--- src/rtl/acc_pkg.sv ---
`timescale 1ns/1ps
package acc_pkg;
    parameter int unsigned ACC_W  = 16;
    parameter int unsigned BYTE_W = 8;
    parameter int unsigned RR_W   = 12;

    localparam int unsigned RR_CLR_AC = 11;
    localparam int unsigned RR_CLR_E  = 10;
    localparam int unsigned RR_CMP_AC = 9;
    localparam int unsigned RR_CMP_E  = 8;
    localparam int unsigned RR_ROR    = 7;
    localparam int unsigned RR_ROL    = 6;
    localparam int unsigned RR_INC    = 5;
    localparam int unsigned RR_SK_POS = 4;
    localparam int unsigned RR_SK_NEG = 3;
    localparam int unsigned RR_SK_ZER = 2;
    localparam int unsigned RR_SK_EZ  = 1;

    typedef struct packed {
        logic [ACC_W-1:0] acc;
        logic             e;
    } acc_state_t;

    typedef enum logic [2:0] {
        MOP_NONE,
        MOP_AND,
        MOP_ADD,
        MOP_LOAD,
        MOP_INBYTE
    } mem_op_e;

    typedef struct packed {
        logic clr_ac;
        logic clr_e;
        logic cmp_ac;
        logic cmp_e;
        logic ror;
        logic rol;
        logic inc;
    } rr_cmd_t;

    typedef struct packed {
        logic pos;
        logic neg;
        logic zer;
        logic ez;
    } skip_sel_t;
endpackage

--- src/rtl/acc_memop.sv ---
`timescale 1ns/1ps
module acc_memop
    import acc_pkg::*;
(
    input  mem_op_e          op,
    input  acc_state_t       cur,
    input  logic [ACC_W-1:0] dr,
    input  logic [BYTE_W-1:0] byte_in,
    output acc_state_t       nxt
);
    logic [ACC_W:0] sum;

    always_comb begin
        sum = {1'b0, cur.acc} + {1'b0, dr};
        nxt = cur;
        unique case (op)
            MOP_AND:    nxt.acc = cur.acc & dr;
            MOP_ADD:    nxt     = {sum[ACC_W-1:0], sum[ACC_W]};
            MOP_LOAD:   nxt.acc = dr;
            MOP_INBYTE: nxt.acc[BYTE_W-1:0] = byte_in;
            default:    nxt = cur;
        endcase
    end
endmodule

--- src/rtl/acc_rrchain.sv ---
`timescale 1ns/1ps
module acc_rrchain
    import acc_pkg::*;
(
    input  rr_cmd_t    cmd,
    input  acc_state_t cur,
    output acc_state_t nxt
);
    localparam int unsigned N_STAGE = 5;

    acc_state_t st [N_STAGE+1];

    assign st[0] = cur;

    for (genvar g = 0; g < N_STAGE; g++) begin : g_stage
        always_comb begin
            st[g+1] = st[g];
            case (g)
                0: begin
                    if (cmd.clr_ac) st[g+1].acc = '0;
                    if (cmd.clr_e)  st[g+1].e   = 1'b0;
                end
                1: begin
                    if (cmd.cmp_ac) st[g+1].acc = ~st[g].acc;
                    if (cmd.cmp_e)  st[g+1].e   = ~st[g].e;
                end
                2: if (cmd.ror)
                    st[g+1] = {st[g].e, st[g].acc[ACC_W-1:1], st[g].acc[0]};
                3: if (cmd.rol)
                    st[g+1] = {st[g].acc[ACC_W-2:0], st[g].e, st[g].acc[ACC_W-1]};
                default: if (cmd.inc) st[g+1].acc = st[g].acc + 1'b1;
            endcase
        end
    end

    assign nxt = st[N_STAGE];
endmodule

--- src/rtl/acc_skip.sv ---
`timescale 1ns/1ps
module acc_skip
    import acc_pkg::*;
(
    input  logic             clk,
    input  logic             rst_n,
    input  logic             active,
    input  skip_sel_t        sel,
    input  logic [ACC_W-1:0] acc,
    input  logic             e,
    output logic             skip
);
    logic hit_pos, hit_neg, hit_zer, hit_ez;

    always_comb begin
        hit_pos = sel.pos & ~acc[ACC_W-1];
        hit_neg = sel.neg &  acc[ACC_W-1];
        hit_zer = sel.zer & (acc == '0);
        hit_ez  = sel.ez  & ~e;
        skip    = active & (hit_pos | hit_neg | hit_zer | hit_ez);
    end

    // an idle command path never requests a skip
    a_r10_idle_no_skip: assert property (@(posedge clk) disable iff (!rst_n)
        !active |-> !skip);
    // a request for a clear extend bit skips exactly when it is clear
    a_r10_ez_skip: assert property (@(posedge clk) disable iff (!rst_n)
        (active && sel == 4'b0001) |-> (skip == !e));
endmodule

--- src/rtl/acc_unit.sv ---
`timescale 1ns/1ps
module acc_unit
    import acc_pkg::*;
(
    input  logic                clk,
    input  logic                rst_n,
    input  logic                op_and,
    input  logic                op_add,
    input  logic                op_load,
    input  logic                op_inbyte,
    input  logic                rr_en,
    input  logic [RR_W-1:1]     rr_bits,
    input  logic [ACC_W-1:0]    dr_in,
    input  logic [BYTE_W-1:0]   in_byte,
    output logic [ACC_W-1:0]    acc_q,
    output logic                e_q,
    output logic                acc_zero,
    output logic                acc_sign,
    output logic                skip_req
);
    acc_state_t state_d, state_q;
    acc_state_t mem_nxt, rr_nxt;
    mem_op_e    mop;
    rr_cmd_t    cmd;
    skip_sel_t  ssel;
    logic       mem_any;

    always_comb begin
        mem_any = op_and | op_add | op_load | op_inbyte;
        if (op_and)         mop = MOP_AND;
        else if (op_add)    mop = MOP_ADD;
        else if (op_load)   mop = MOP_LOAD;
        else if (op_inbyte) mop = MOP_INBYTE;
        else                mop = MOP_NONE;

        cmd.clr_ac = rr_bits[RR_CLR_AC];
        cmd.clr_e  = rr_bits[RR_CLR_E];
        cmd.cmp_ac = rr_bits[RR_CMP_AC];
        cmd.cmp_e  = rr_bits[RR_CMP_E];
        cmd.ror    = rr_bits[RR_ROR];
        cmd.rol    = rr_bits[RR_ROL];
        cmd.inc    = rr_bits[RR_INC];
        ssel.pos   = rr_bits[RR_SK_POS];
        ssel.neg   = rr_bits[RR_SK_NEG];
        ssel.zer   = rr_bits[RR_SK_ZER];
        ssel.ez    = rr_bits[RR_SK_EZ];
    end

    acc_memop u_memop (
        .op      (mop),
        .cur     (state_q),
        .dr      (dr_in),
        .byte_in (in_byte),
        .nxt     (mem_nxt)
    );

    acc_rrchain u_chain (
        .cmd (cmd),
        .cur (state_q),
        .nxt (rr_nxt)
    );

    acc_skip u_skip (
        .clk    (clk),
        .rst_n  (rst_n),
        .active (rr_en & ~mem_any),
        .sel    (ssel),
        .acc    (state_q.acc),
        .e      (state_q.e),
        .skip   (skip_req)
    );

    always_comb begin
        if (mem_any)    state_d = mem_nxt;
        else if (rr_en) state_d = rr_nxt;
        else            state_d = state_q;
    end

    always_ff @(posedge clk) begin
        if (!rst_n) state_q <= '0;
        else        state_q <= state_d;
    end

    assign acc_q    = state_q.acc;
    assign e_q      = state_q.e;
    assign acc_zero = (state_q.acc == '0);
    assign acc_sign = state_q.acc[ACC_W-1];

    logic rr_only;
    assign rr_only = rr_en && !mem_any && ($countones(rr_bits) == 1);


    a_r2_and_keeps_e: assert property (@(posedge clk) disable iff (!rst_n)
        (op_and) |=> (acc_q == ($past(acc_q) & $past(dr_in))) && (e_q == $past(e_q)));

    a_r3_add_carry: assert property (@(posedge clk) disable iff (!rst_n)
        (op_add && !op_and) |=> ({e_q, acc_q} == {1'b0, $past(acc_q)} + {1'b0, $past(dr_in)}));

    a_r4_byte_upper_kept: assert property (@(posedge clk) disable iff (!rst_n)
        (op_inbyte && !op_and && !op_add && !op_load) |=>
            (acc_q[ACC_W-1:BYTE_W] == $past(acc_q[ACC_W-1:BYTE_W])) && $stable(e_q));

    a_r5_clear_acc: assert property (@(posedge clk) disable iff (!rst_n)
        (rr_only && rr_bits[RR_CLR_AC]) |=> (acc_q == '0));

    a_r7_ror_ring: assert property (@(posedge clk) disable iff (!rst_n)
        (rr_only && rr_bits[RR_ROR]) |=>
            (acc_q == {$past(e_q), $past(acc_q[ACC_W-1:1])}) && (e_q == $past(acc_q[0])));

    a_r8_rol_ring: assert property (@(posedge clk) disable iff (!rst_n)
        (rr_only && rr_bits[RR_ROL]) |=>
            (acc_q == {$past(acc_q[ACC_W-2:0]), $past(e_q)}) && (e_q == $past(acc_q[ACC_W-1])));

    a_r9_inc_keeps_e: assert property (@(posedge clk) disable iff (!rst_n)
        (rr_only && rr_bits[RR_INC]) |=>
            (acc_q == $past(acc_q) + 1'b1) && (e_q == $past(e_q)));

    a_r12_idle_hold: assert property (@(posedge clk) disable iff (!rst_n)
        (!mem_any && !rr_en) |=> ($stable(acc_q) && $stable(e_q)));
endmodule

--- config.mk ---
export PLATFORM = sky130hd
export DESIGN_NAME = acc_unit
export DESIGN_NICKNAME = d
export VERILOG_FILES = /design/src/rtl/acc_pkg.sv /design/src/rtl/acc_memop.sv /design/src/rtl/acc_rrchain.sv /design/src/rtl/acc_skip.sv /design/src/rtl/acc_unit.sv
export SDC_FILE = /design/constraint.sdc
export NUM_CORES = 1
export LEC_CHECK = 0
export ABC_AREA = 1
export BUFFER_PORTS_ARGS = -buffer_cell sky130_fd_sc_hd__buf_2
export CELL_PAD_IN_SITES_DETAIL_PLACEMENT = 1
export CELL_PAD_IN_SITES_GLOBAL_PLACEMENT = 1
export CORE_MARGIN = 2
export CORE_UTILIZATION = 30
export DETAILED_ROUTE_END_ITERATION = 16
export GPL_ROUTABILITY_DRIVEN = 0
export PLACE_DENSITY = 0.73
export SYNTH_ARGS = -nofsm -noshare
export SYNTH_HDL_FRONTEND = slang
export SYNTH_SLANG_ARGS = --single-unit
export TNS_END_PERCENT = 10
--- constraint.sdc ---
create_clock -name clk -period 2 [get_ports clk]
set_input_delay 0.4 -clock clk [delete_from_list [all_inputs] [get_ports clk]]
set_output_delay 0.4 -clock clk [all_outputs]
set_load 0.02 [all_outputs]
==> results.json, run 1 <==
{
  "status": "finished with violations",
  "violations": "negative setup slack",
  "crit_path_end_kind": "primary output",
  "powerDensity_nw_per_um2": 428,
  "syn-num-nets": 657,
  "worst_ep_required_time_ns": 1.60,
  "clkSinkCount": 17,
  "critical_path_arrival_ns": 1.70,
  "drt_iter0_markers": 188,
  "crit_type": "reg -> out",
  "cts_max_path_buffers": 2,
  "cts_tree": "built",
  "fin_cells": 862,
  "synth_top_flop_cell": "dfxtp_1",
  "via_per_inst": 5.30,
  "grt_setup_unrepaired": "true",
  "final_cell_mix": "165 x nand2_1, 72 x nand3_1, 72 x buf_4, 59 x buf_2, 47 x a21oi_1",
  "grt_pass1_wl_mm": 22.0,
  "cts_hold_buf": 0,
  "vdd_drop_max_mv": 0.276,
  "tritoncts.num_buffers": 3,
  "io_pins": 62,
  "first_global_vias": 4676,
  "startpoint_type": "flip-flop",
  "min_period_ns": 2.10,
  "clk_pin_slew_worst_paths_ns": 0.08,
  "synth-edff-count": 0,
  "core_um2": 10800,
  "timing.setup.tns_ns": -0.364,
  "yosys.area.top_type_share_pct": 20.2,
  "synth.distinct_cells": 42,
  "slew_violations": 0,
  "layout.nets": 783,
  "vias": 4568,
  "placementRows": 38,
  "start_util_pct": 30.7,
  "n_antenna_cell": 0,
  "synthCells": 597,
  "cts_root_buf": "clkbuf_8",
  "grt_usage_pct": 23.1,
  "synth_area_um2": 3320,
  "htreeDepth": 1,
  "period_share_pct": 105,
  "hold_class": "in -> reg",
  "p_leak_nw": 2.30,
  "hold_violations": 0,
  "route.detailed.wl_per_inst_um": 16.1,
  "maxCapViolCount": 0,
  "dr_wl_met2_mm": 7.26,
  "clock_latency_ns": 0.26,
  "synth_top_cells_by_area": "nand2_1 20%, nand3_1 13%, dfxtp_1 10%",
  "fill_cells": 1497,
  "antenna_found_initial": 0,
  "wl_met1_mm": 5.92,
  "max_slew_margin_pct": 76.2,
  "ant_nets": 0,
  "synth.ff_latch_count": 17,
  "mostFrequentLayoutCell": "nand2_1",
  "yosysWarningCount": 0,
  "seq_area_frac_synth_pct": 10.3,
  "clock.fmax_mhz": 475,
  "remaining_drc_errors": 0,
  "die_y_um": 109,
  "ys_async_sr_fraction_pct": 0,
  "grt_max_degree": 19,
  "die_area_um2": 11900,
  "drt-total-wl_mm": 13.9,
  "firstDrtPassIters": 4,
  "holdWs_ns": 0.510,
  "io_buffers": 61,
  "finalClockSkew_ns": 0.0121,
  "die_x_um": 109,
  "grt_overflow": 0,
  "fin_ws_ns": -0.104,
  "dpl.hpwl_mm": 11.2,
  "placed_cells": 854,
  "dp_slack_ns": -0.274,
  "yosys.area.top_type": "nand2_1",
  "highest_layer": "met4",
  "wl_met3_um": 445,
  "layout-drive-gt1-share_pct": 35.2,
  "setup_violations": 8,
  "syn_to_final_growth_pct": 39.1,
  "cp_max_fo": 5,
  "postSynthAreaPerCell_um2": 5.55,
  "worst_pin_slew_ns": 0.352
}
## cells in the mapped netlist (2+ instances only)
library cell  number
a21oi_1           56
a31oi_1            3
buf_2              7
buf_4              3
buf_6              5
clkbuf_1           4
clkinv_1           2
dfxtp_1           17
ha_1              17
inv_1             48
inv_2              4
nand2_1          178
nand2_2           18
nand2_4            3
nand3_1           84
nand3_2           14
nand3b_1           3
nand4_1            7
nor2_1            46
nor2_2             5
nor2_4             3
nor3_1             3
nor4_1             4
o2111ai_1          3
o211ai_1           2
o21ai_0           37
o21ai_1            3
o21bai_1           2
or2_2              2
xor2_1             2
## logic make-up after synthesis
kind of cell,count (synthesis),share of synthesized area [%]
simple gates,372,53.1
compound gates,113,18.6
buf+inv,75,10.5
fa+ha+maj,18,7.02
flops,17,10.3
xor+xnor,2,0.528
## layout make-up
cell class / instances / area (um^2) / area share [%]
inverter: 56 / 223 / 4.83
multi-input combinational: 505 / 2870 / 62.3
clock buffer: 3 / 41.3 / 0.896
timing repair buffer: 140 / 937 / 20.3
clock inverter: 1 / 5.00 / 0.109
sequential: 17 / 357 / 7.73
tap: 140 / 175 / 3.80
## routing by layer
metal  global-route usage (%)  vias to the layer above
met5                        0                        -
met1                     27.9                     2208
li1                         -                     2260
met2                     43.3                       79
met4                     5.40                        0
met3                     2.45                       21
## worst max-delay path, cell delays in order, from the launching register on
cell and delay (ns):
dfxtp_1 0.35, buf_4 0.18, nor4_4 0.25, nand2_1 0.10, nor2_2 0.18, nand2_2 0.09
a41oi_2 0.13, buf_4 0.17
## flip-flops by register name (all words and copies together), names as in the netlist
signal	cells
acc_q	16
e_q	1
## per-stage QoR
step                      util (%)  cell area [um^2]  power, W
after floorplan                  -              3320   0.00110
after global placement        39.2              4230   0.00152
after detailed placement      39.2              4230   0.00157
after CTS                     41.4              4460   0.00191
after global routing          42.7              4610   0.00213
final                         42.7              4610   0.00197
## power breakdown
part / internal (W) / total, W / switching, W
Sequential: 0.000371 / 0.000411 / 0.0000403
Clock: 0.000139 / 0.000270 / 0.000132
Combinational: 0.000529 / 0.00129 / 0.000764
## worst paths after layout
kind | startpoint | to | slack (ns) | cells after the start
setup / recovery | acc_q[5] | skip_req | -0.10 | 7
hold / removal | rst_n | acc_q[3] | 0.51 | 3
setup reg to reg | acc_q[0] | acc_q[14] | -0.06 | 15
hold reg to reg | acc_q[1] | acc_q[1] | 0.68 | 3
## timing repair
action | CTS | global route
pin swaps | 13 | 17
buffers inserted | 2 | 3
gates resized for setup | 44 | 43
hold endpoints to repair | 0 | 0
endpoints found under the setup margin | 12 | 15
(Power assumes the default switching activity.)
==> run 2: changes to the inputs <==
--- a/config.mk
+++ b/config.mk
@@ -9,7 +9,7 @@
 export BUFFER_PORTS_ARGS = -buffer_cell sky130_fd_sc_hd__buf_2
 export CELL_PAD_IN_SITES_DETAIL_PLACEMENT = 1
 export CELL_PAD_IN_SITES_GLOBAL_PLACEMENT = 1
-export CORE_MARGIN = 2
+export CORE_MARGIN = 8
 export CORE_UTILIZATION = 30
 export DETAILED_ROUTE_END_ITERATION = 16
 export GPL_ROUTABILITY_DRIVEN = 0
==> results.json, run 2 (synthesis gave the netlist of run 1 again) <==
{
  "first_global_vias": 4718,
  "clkSinkCount": 17,
  "crit_type": "reg -> out",
  "grt_max_degree": 20,
  "vdd_drop_max_mv": 0.337,
  "maxCapViolCount": 0,
  "firstDrtPassIters": 4,
  "dpl.hpwl_mm": 11.8,
  "hold_violations": 0,
  "fin_cells": 854,
  "io_pins": 62,
  "p_seq_share_pct": 21.6,
  "die_y_um": 121,
  "htreeDepth": 1,
  "max_slew_margin_pct": 78.0,
  "critical_path_arrival_ns": 1.64,
  "status": "finished with violations",
  "clock.fmax_mhz": 490,
  "switching_power_w": 0.000917,
  "slew_violations": 0,
  "tritoncts.num_buffers": 3,
  "layout.nets": 775,
  "cp_max_fo": 3,
  "finalClockSkew_ns": 0.00338,
  "worst_ep_required_time_ns": 1.60,
  "grt_pass1_wl_mm": 23.0,
  "cts_tree": "built",
  "min_period_ns": 2.04,
  "mostFrequentLayoutCell": "nand2_1",
  "p_int_w": 0.00102,
  "r2r_setup_slack_ns": -0.04,
  "remaining_drc_errors": 0,
  "vias": 4561,
  "period_share_pct": 102,
  "drt-total-wl_mm": 14.2,
  "fin_total_pwr_w": 0.00193,
  "route.detailed.wl_per_inst_um": 16.7,
  "grt_setup_unrepaired": "true",
  "core_um2": 10800,
  "powerDensity_nw_per_um2": 426,
  "layout-drive-gt1-share_pct": 33.6,
  "p_leak_nw": 2.24,
  "cts_root_buf": "clkbuf_8",
  "crit_path_end_kind": "primary output",
  "io_buffers": 61,
  "pwr-share-comb_pct": 64.8,
  "ant_nets": 0,
  "via_per_inst": 5.34,
  "cts_hold_buf": 0,
  "antenna_found_initial": 0,
  "start_util_pct": 30.7,
  "n_antenna_cell": 0,
  "hold_class": "in -> reg",
  "die_area_um2": 14700,
  "fin_ws_ns": -0.0401,
  "fill_cells": 1500,
  "setup_violations": 4,
  "timing.setup.tns_ns": -0.0957,
  "placementRows": 38,
  "placed_cells": 847,
  "grt_usage_pct": 18.9,
  "worst_pin_slew_ns": 0.330,
  "cts_max_path_buffers": 2,
  "largest_reg_flops": 16,
  "clkPwrFrac_pct": 13.6,
  "post-route-util_pct": 42.0,
  "grt_overflow": 0,
  "final_cell_mix": "168 x nand2_1, 77 x nand3_1, 67 x buf_4, 59 x buf_2, 48 x a21oi_1",
  "switching_share_pct": 47.4,
  "clock_latency_ns": 0.25,
  "die_x_um": 121,
  "startpoint_type": "flip-flop",
  "drt_iter0_markers": 153,
  "clk_pin_slew_worst_paths_ns": 0.07,
  "syn_to_final_growth_pct": 36.8,
  "violations": "negative setup slack"
}
[run 2: changes by cell type in the layout (fill, tap and decap cells not counted), sizes merged]
cell | previous run | this run
clkinv | 3 | 2
clkbuf | 3 | 4
buf | 140 | 132
[run 2: path summary, 6_finish.rpt]
kind / startpoint / end / cells past startpoint
worst max register to register: acc_q[3] / acc_q[6] / 10
worst min register to register: acc_q[12] / acc_q[12] / 2
worst max-delay path: acc_q[8] / skip_req / 7
worst min-delay path: rst_n / acc_q[8] / 3
[run 2: stage by stage]
step | setup WS [ns] | hold WS, ns | instance area, um^2
3_5_place_dp | -0.263 | 0.665 | 4200
5_1_grt | -0.155 | 0.523 | 4540
6_report | -0.0401 | 0.506 | 4540
3_3_place_gp | -0.176 | 0.648 | 4200
4_1_cts | -0.0605 | 0.497 | 4350
2_1_floorplan | -0.00691 | 0.538 | 3320
[run 2: cell type report]
| class | instances | area, um^2 | share of cell area, % |
|---|---|---|---|
| Multi-Input combinational cell | 505 | 2860 | 63.0 |
| Timing Repair Buffer | 132 | 875 | 19.3 |
| Inverter | 56 | 220 | 4.85 |
| Clock buffer | 4 | 45.0 | 0.993 |
| Tap cell | 140 | 175 | 3.86 |
| Sequential cell | 17 | 362 | 7.97 |
[run 2: what timing repair did]
action | 4_1_cts | 5_1_grt
setup endpoints to repair | 11 | 16
gates resized for setup | 26 | 51
pin swaps | 6 | 15
buffers inserted | 1 | 2
[run 2: metal layers]
metal	wire length, um	track usage (%)
met1	6000	23.0
met2	7340	34.7
met3	568	1.91
met4	329	4.55
met5	0	0
[run 2: critical path, cell delays in order, from the launching register on]
cell and delay [ns]:
dfxtp_2 0.34, buf_4 0.14, nor4_2 0.26, nand2_1 0.13, nor2_4 0.16, nand2_1 0.08
a41oi_2 0.12, buf_4 0.16
[run 2: power by group through the flow]
stage	Clock, W	Sequential (W)	Combinational (W)
2_1_floorplan	0	0.000453	0.000648
3_3_place_gp	0	0.000414	0.00110
3_5_place_dp	0	0.000416	0.00115
4_1_cts	0.000268	0.000415	0.00119
5_1_grt	0.000285	0.000420	0.00138
6_report	0.000263	0.000417	0.00125
==> run 3: changes to the inputs <==
--- a/config.mk
+++ b/config.mk
@@ -5,7 +5,6 @@
 export SDC_FILE = /design/constraint.sdc
 export NUM_CORES = 1
 export LEC_CHECK = 0
-export ABC_AREA = 1
 export BUFFER_PORTS_ARGS = -buffer_cell sky130_fd_sc_hd__buf_2
 export CELL_PAD_IN_SITES_DETAIL_PLACEMENT = 1
 export CELL_PAD_IN_SITES_GLOBAL_PLACEMENT = 1
@@ -13,7 +12,7 @@
 export CORE_UTILIZATION = 30
 export DETAILED_ROUTE_END_ITERATION = 16
 export GPL_ROUTABILITY_DRIVEN = 0
-export PLACE_DENSITY = 0.73
+export PLACE_DENSITY = 0.7
 export SYNTH_ARGS = -nofsm -noshare
 export SYNTH_HDL_FRONTEND = slang
 export SYNTH_SLANG_ARGS = --single-unit
==> results.json, run 3 <==
{
  "syn_to_final_growth_pct": 56.3,
  "antenna_found_initial": 0,
  "remaining_drc_errors": 0,
  "yosys.area.top_type_share_pct": 10.4,
  "grt_usage_pct": 20.5,
  "maxCapViolCount": 0,
  "grt_pass1_wl_mm": 24.1,
  "synthTopCellsByCount": "42 x o21ai_0, 40 x a21oi_1, 38 x nor2_1",
  "worst_pin_slew_ns": 0.466,
  "first_global_vias": 4579,
  "clk_pin_slew_worst_paths_ns": 0.07,
  "powerDensity_nw_per_um2": 412,
  "synth_area_um2": 3260,
  "ant_nets": 0,
  "route.detailed.wl_per_inst_um": 19.5,
  "crit_type": "in -> reg",
  "crit_path_end_kind": "flip-flop",
  "yosysWarningCount": 0,
  "critical_path_arrival_ns": 2.70,
  "ys_async_sr_fraction_pct": 0,
  "crit_chain": "buf_16 > xnor2_4 > buf_6 > a221oi_2 > or4b_4 > and2_4 > o41a_1 > or3_1 > nand3_1 > a31oi_1",
  "clock.fmax_mhz": 392,
  "vdd_drop_max_mv": 0.288,
  "layout.nets": 701,
  "min_period_ns": 2.55,
  "slowest_delay_ns": 0.55,
  "fin_ws_ns": -0.551,
  "synth.most_common_cell": "o21ai_0",
  "synth.ff_latch_count": 17,
  "largest_reg_flops": 16,
  "yosys.area.top_type": "dfxtp_1",
  "grt_overflow": 0,
  "placed_cells": 768,
  "drt_iter0_markers": 222,
  "tritoncts.num_buffers": 3,
  "post-route-cell-area_um2": 5100,
  "dpl.hpwl_mm": 12.0,
  "place_area_um2": 4670,
  "timing.setup.tns_ns": -6.55,
  "clock_latency_ns": 0.26,
  "cts_tree": "built",
  "synth.distinct_cells": 70,
  "firstDrtPassIters": 4,
  "startpoint_type": "input pin",
  "io_buffers": 61,
  "cp_max_fo": 8,
  "synth-edff-count": 0,
  "n_antenna_cell": 0,
  "syn-num-nets": 518,
  "period_share_pct": 128,
  "final_cell_mix": "143 x buf_4, 57 x buf_2, 38 x nor2_1, 38 x o21ai_0, 37 x a21oi_1",
  "die_x_um": 120,
  "hold_class": "in -> reg",
  "seq_area_frac_synth_pct": 10.4,
  "clkSinkCount": 17,
  "mostFrequentLayoutCell": "buf_4",
  "fill_cells": 1391,
  "core_um2": 10700,
  "die_y_um": 120,
  "synth_top_cells_by_area": "dfxtp_1 10%, xnor2_1 7.8%, ha_1 6.5%",
  "via_per_inst": 5.50,
  "hold_violations": 0,
  "htreeDepth": 1,
  "start_util_pct": 30.3,
  "fin_cells": 780,
  "status": "finished with violations",
  "cts_root_buf": "clkbuf_8",
  "io_pins": 62,
  "grt_setup_unrepaired": "true",
  "setup_violations": 16,
  "placementRows": 38,
  "postSynthAreaPerCell_um2": 7.12,
  "synth_top_flop_cell": "dfxtp_1",
  "max_slew_margin_pct": 68.6,
  "die_area_um2": 14500,
  "violations": "negative setup slack",
  "cts_hold_buf": 0,
  "cts_max_path_buffers": 2,
  "crit_path_top_delay_cell": "or4b_4",
  "worst_ep_required_time_ns": 2.15,
  "synthCells": 458,
  "p_leak_nw": 2.28,
  "slew_violations": 0,
  "vias": 4290,
  "drt-total-wl_mm": 15.2,
  "layout-drive-gt1-share_pct": 43.6,
  "grt_max_degree": 28,
  "finalClockSkew_ns": 0.00744
}
-- run 3: changes by cell type in the layout (fill, tap and decap cells not counted), moves of 8 or more --
cell	delta
nand3_1	-69
nand2_1	-135
nand3_2	-21
nand2_2	-25
buf_4	+76
mux2i_1	+17
o22ai_1	+8
a21oi_1	-11
xnor2_1	+27
inv_1	-32
nor3_1	+9
-- run 3: final timing paths --
| path | from | to | slack, ns | depth (start not counted) |
|---|---|---|---|---|
| min | rst_n | acc_q[9] | 0.56 | 3 |
| min reg2reg | acc_q[13] | acc_q[13] | 0.69 | 3 |
| max reg2reg | acc_q[2] | acc_q[11] | -0.50 | 8 |
| max | rr_bits[7] | acc_q[11] | -0.55 | 10 |
-- run 3: metal layers --
layer  GRT usage (%)  share of wire (%)
met2            35.4                 50
met1            26.2                 44
met3            2.61                3.5
met5               0                  0
met4            5.78                2.5
-- run 3: critical path: cells and delay by family --
kind | cells | cell delay [ns]
AO/OA/AOI/OAI | 3 | 0.56
AND/OR/NAND/NOR | 4 | 1.21
buffers and inverters | 2 | 0.26
XOR/XNOR | 1 | 0.26
-- run 3: final cells by class --
| type | instances | area (um^2) | area share [%] |
|---|---|---|---|
| Multi-Input combinational cell | 400 | 3030 | 59.5 |
| Inverter | 14 | 52.6 | 1.03 |
| Tap cell | 140 | 175 | 3.44 |
| Sequential cell | 17 | 353 | 6.92 |
| Timing Repair Buffer | 205 | 1440 | 28.3 |
| Clock buffer | 4 | 45.0 | 0.884 |
-- run 3: logic make-up after synthesis --
family / share of synthesized area (%)
compound gates: 33.2
xor+xnor: 9.98
fa+ha+maj: 7.14
buf+inv: 6.25
flops: 10.4
mux: 7.21
simple gates: 25.7
-- run 3: metrics by stage --
step / util (%) / hold slack, ns / total power (W) / setup WS, ns
finish: 47.4 / 0.561 / 0.00210 / -0.551
global route: 47.4 / 0.584 / 0.00223 / -0.647
CTS: 46.5 / 0.550 / 0.00205 / -0.518
detailed placement: 43.5 / 0.679 / 0.00169 / -1.08
global placement: 43.5 / 0.664 / 0.00164 / -1.02
floorplan: - / 0.570 / 0.00111 / -0.696
-- run 3: power by group --
part	leakage [nW]	internal [W]	total [W]	switching (W)
Clock	0.0228	0.000142	0.000269	0.000127
Sequential	0.143	0.000371	0.000420	0.0000497
Combinational	2.12	0.000678	0.00141	0.000734
Total	2.28	0.00119	0.00210	0.000910
-- run 3: what timing repair did --
item,4_1_cts,5_1_grt
gates resized for setup,56,17
cloned,1,0
buffers inserted,7,0
endpoints found under the setup margin,19,18
pin swaps,21,7
endpoints found under the hold margin,0,0
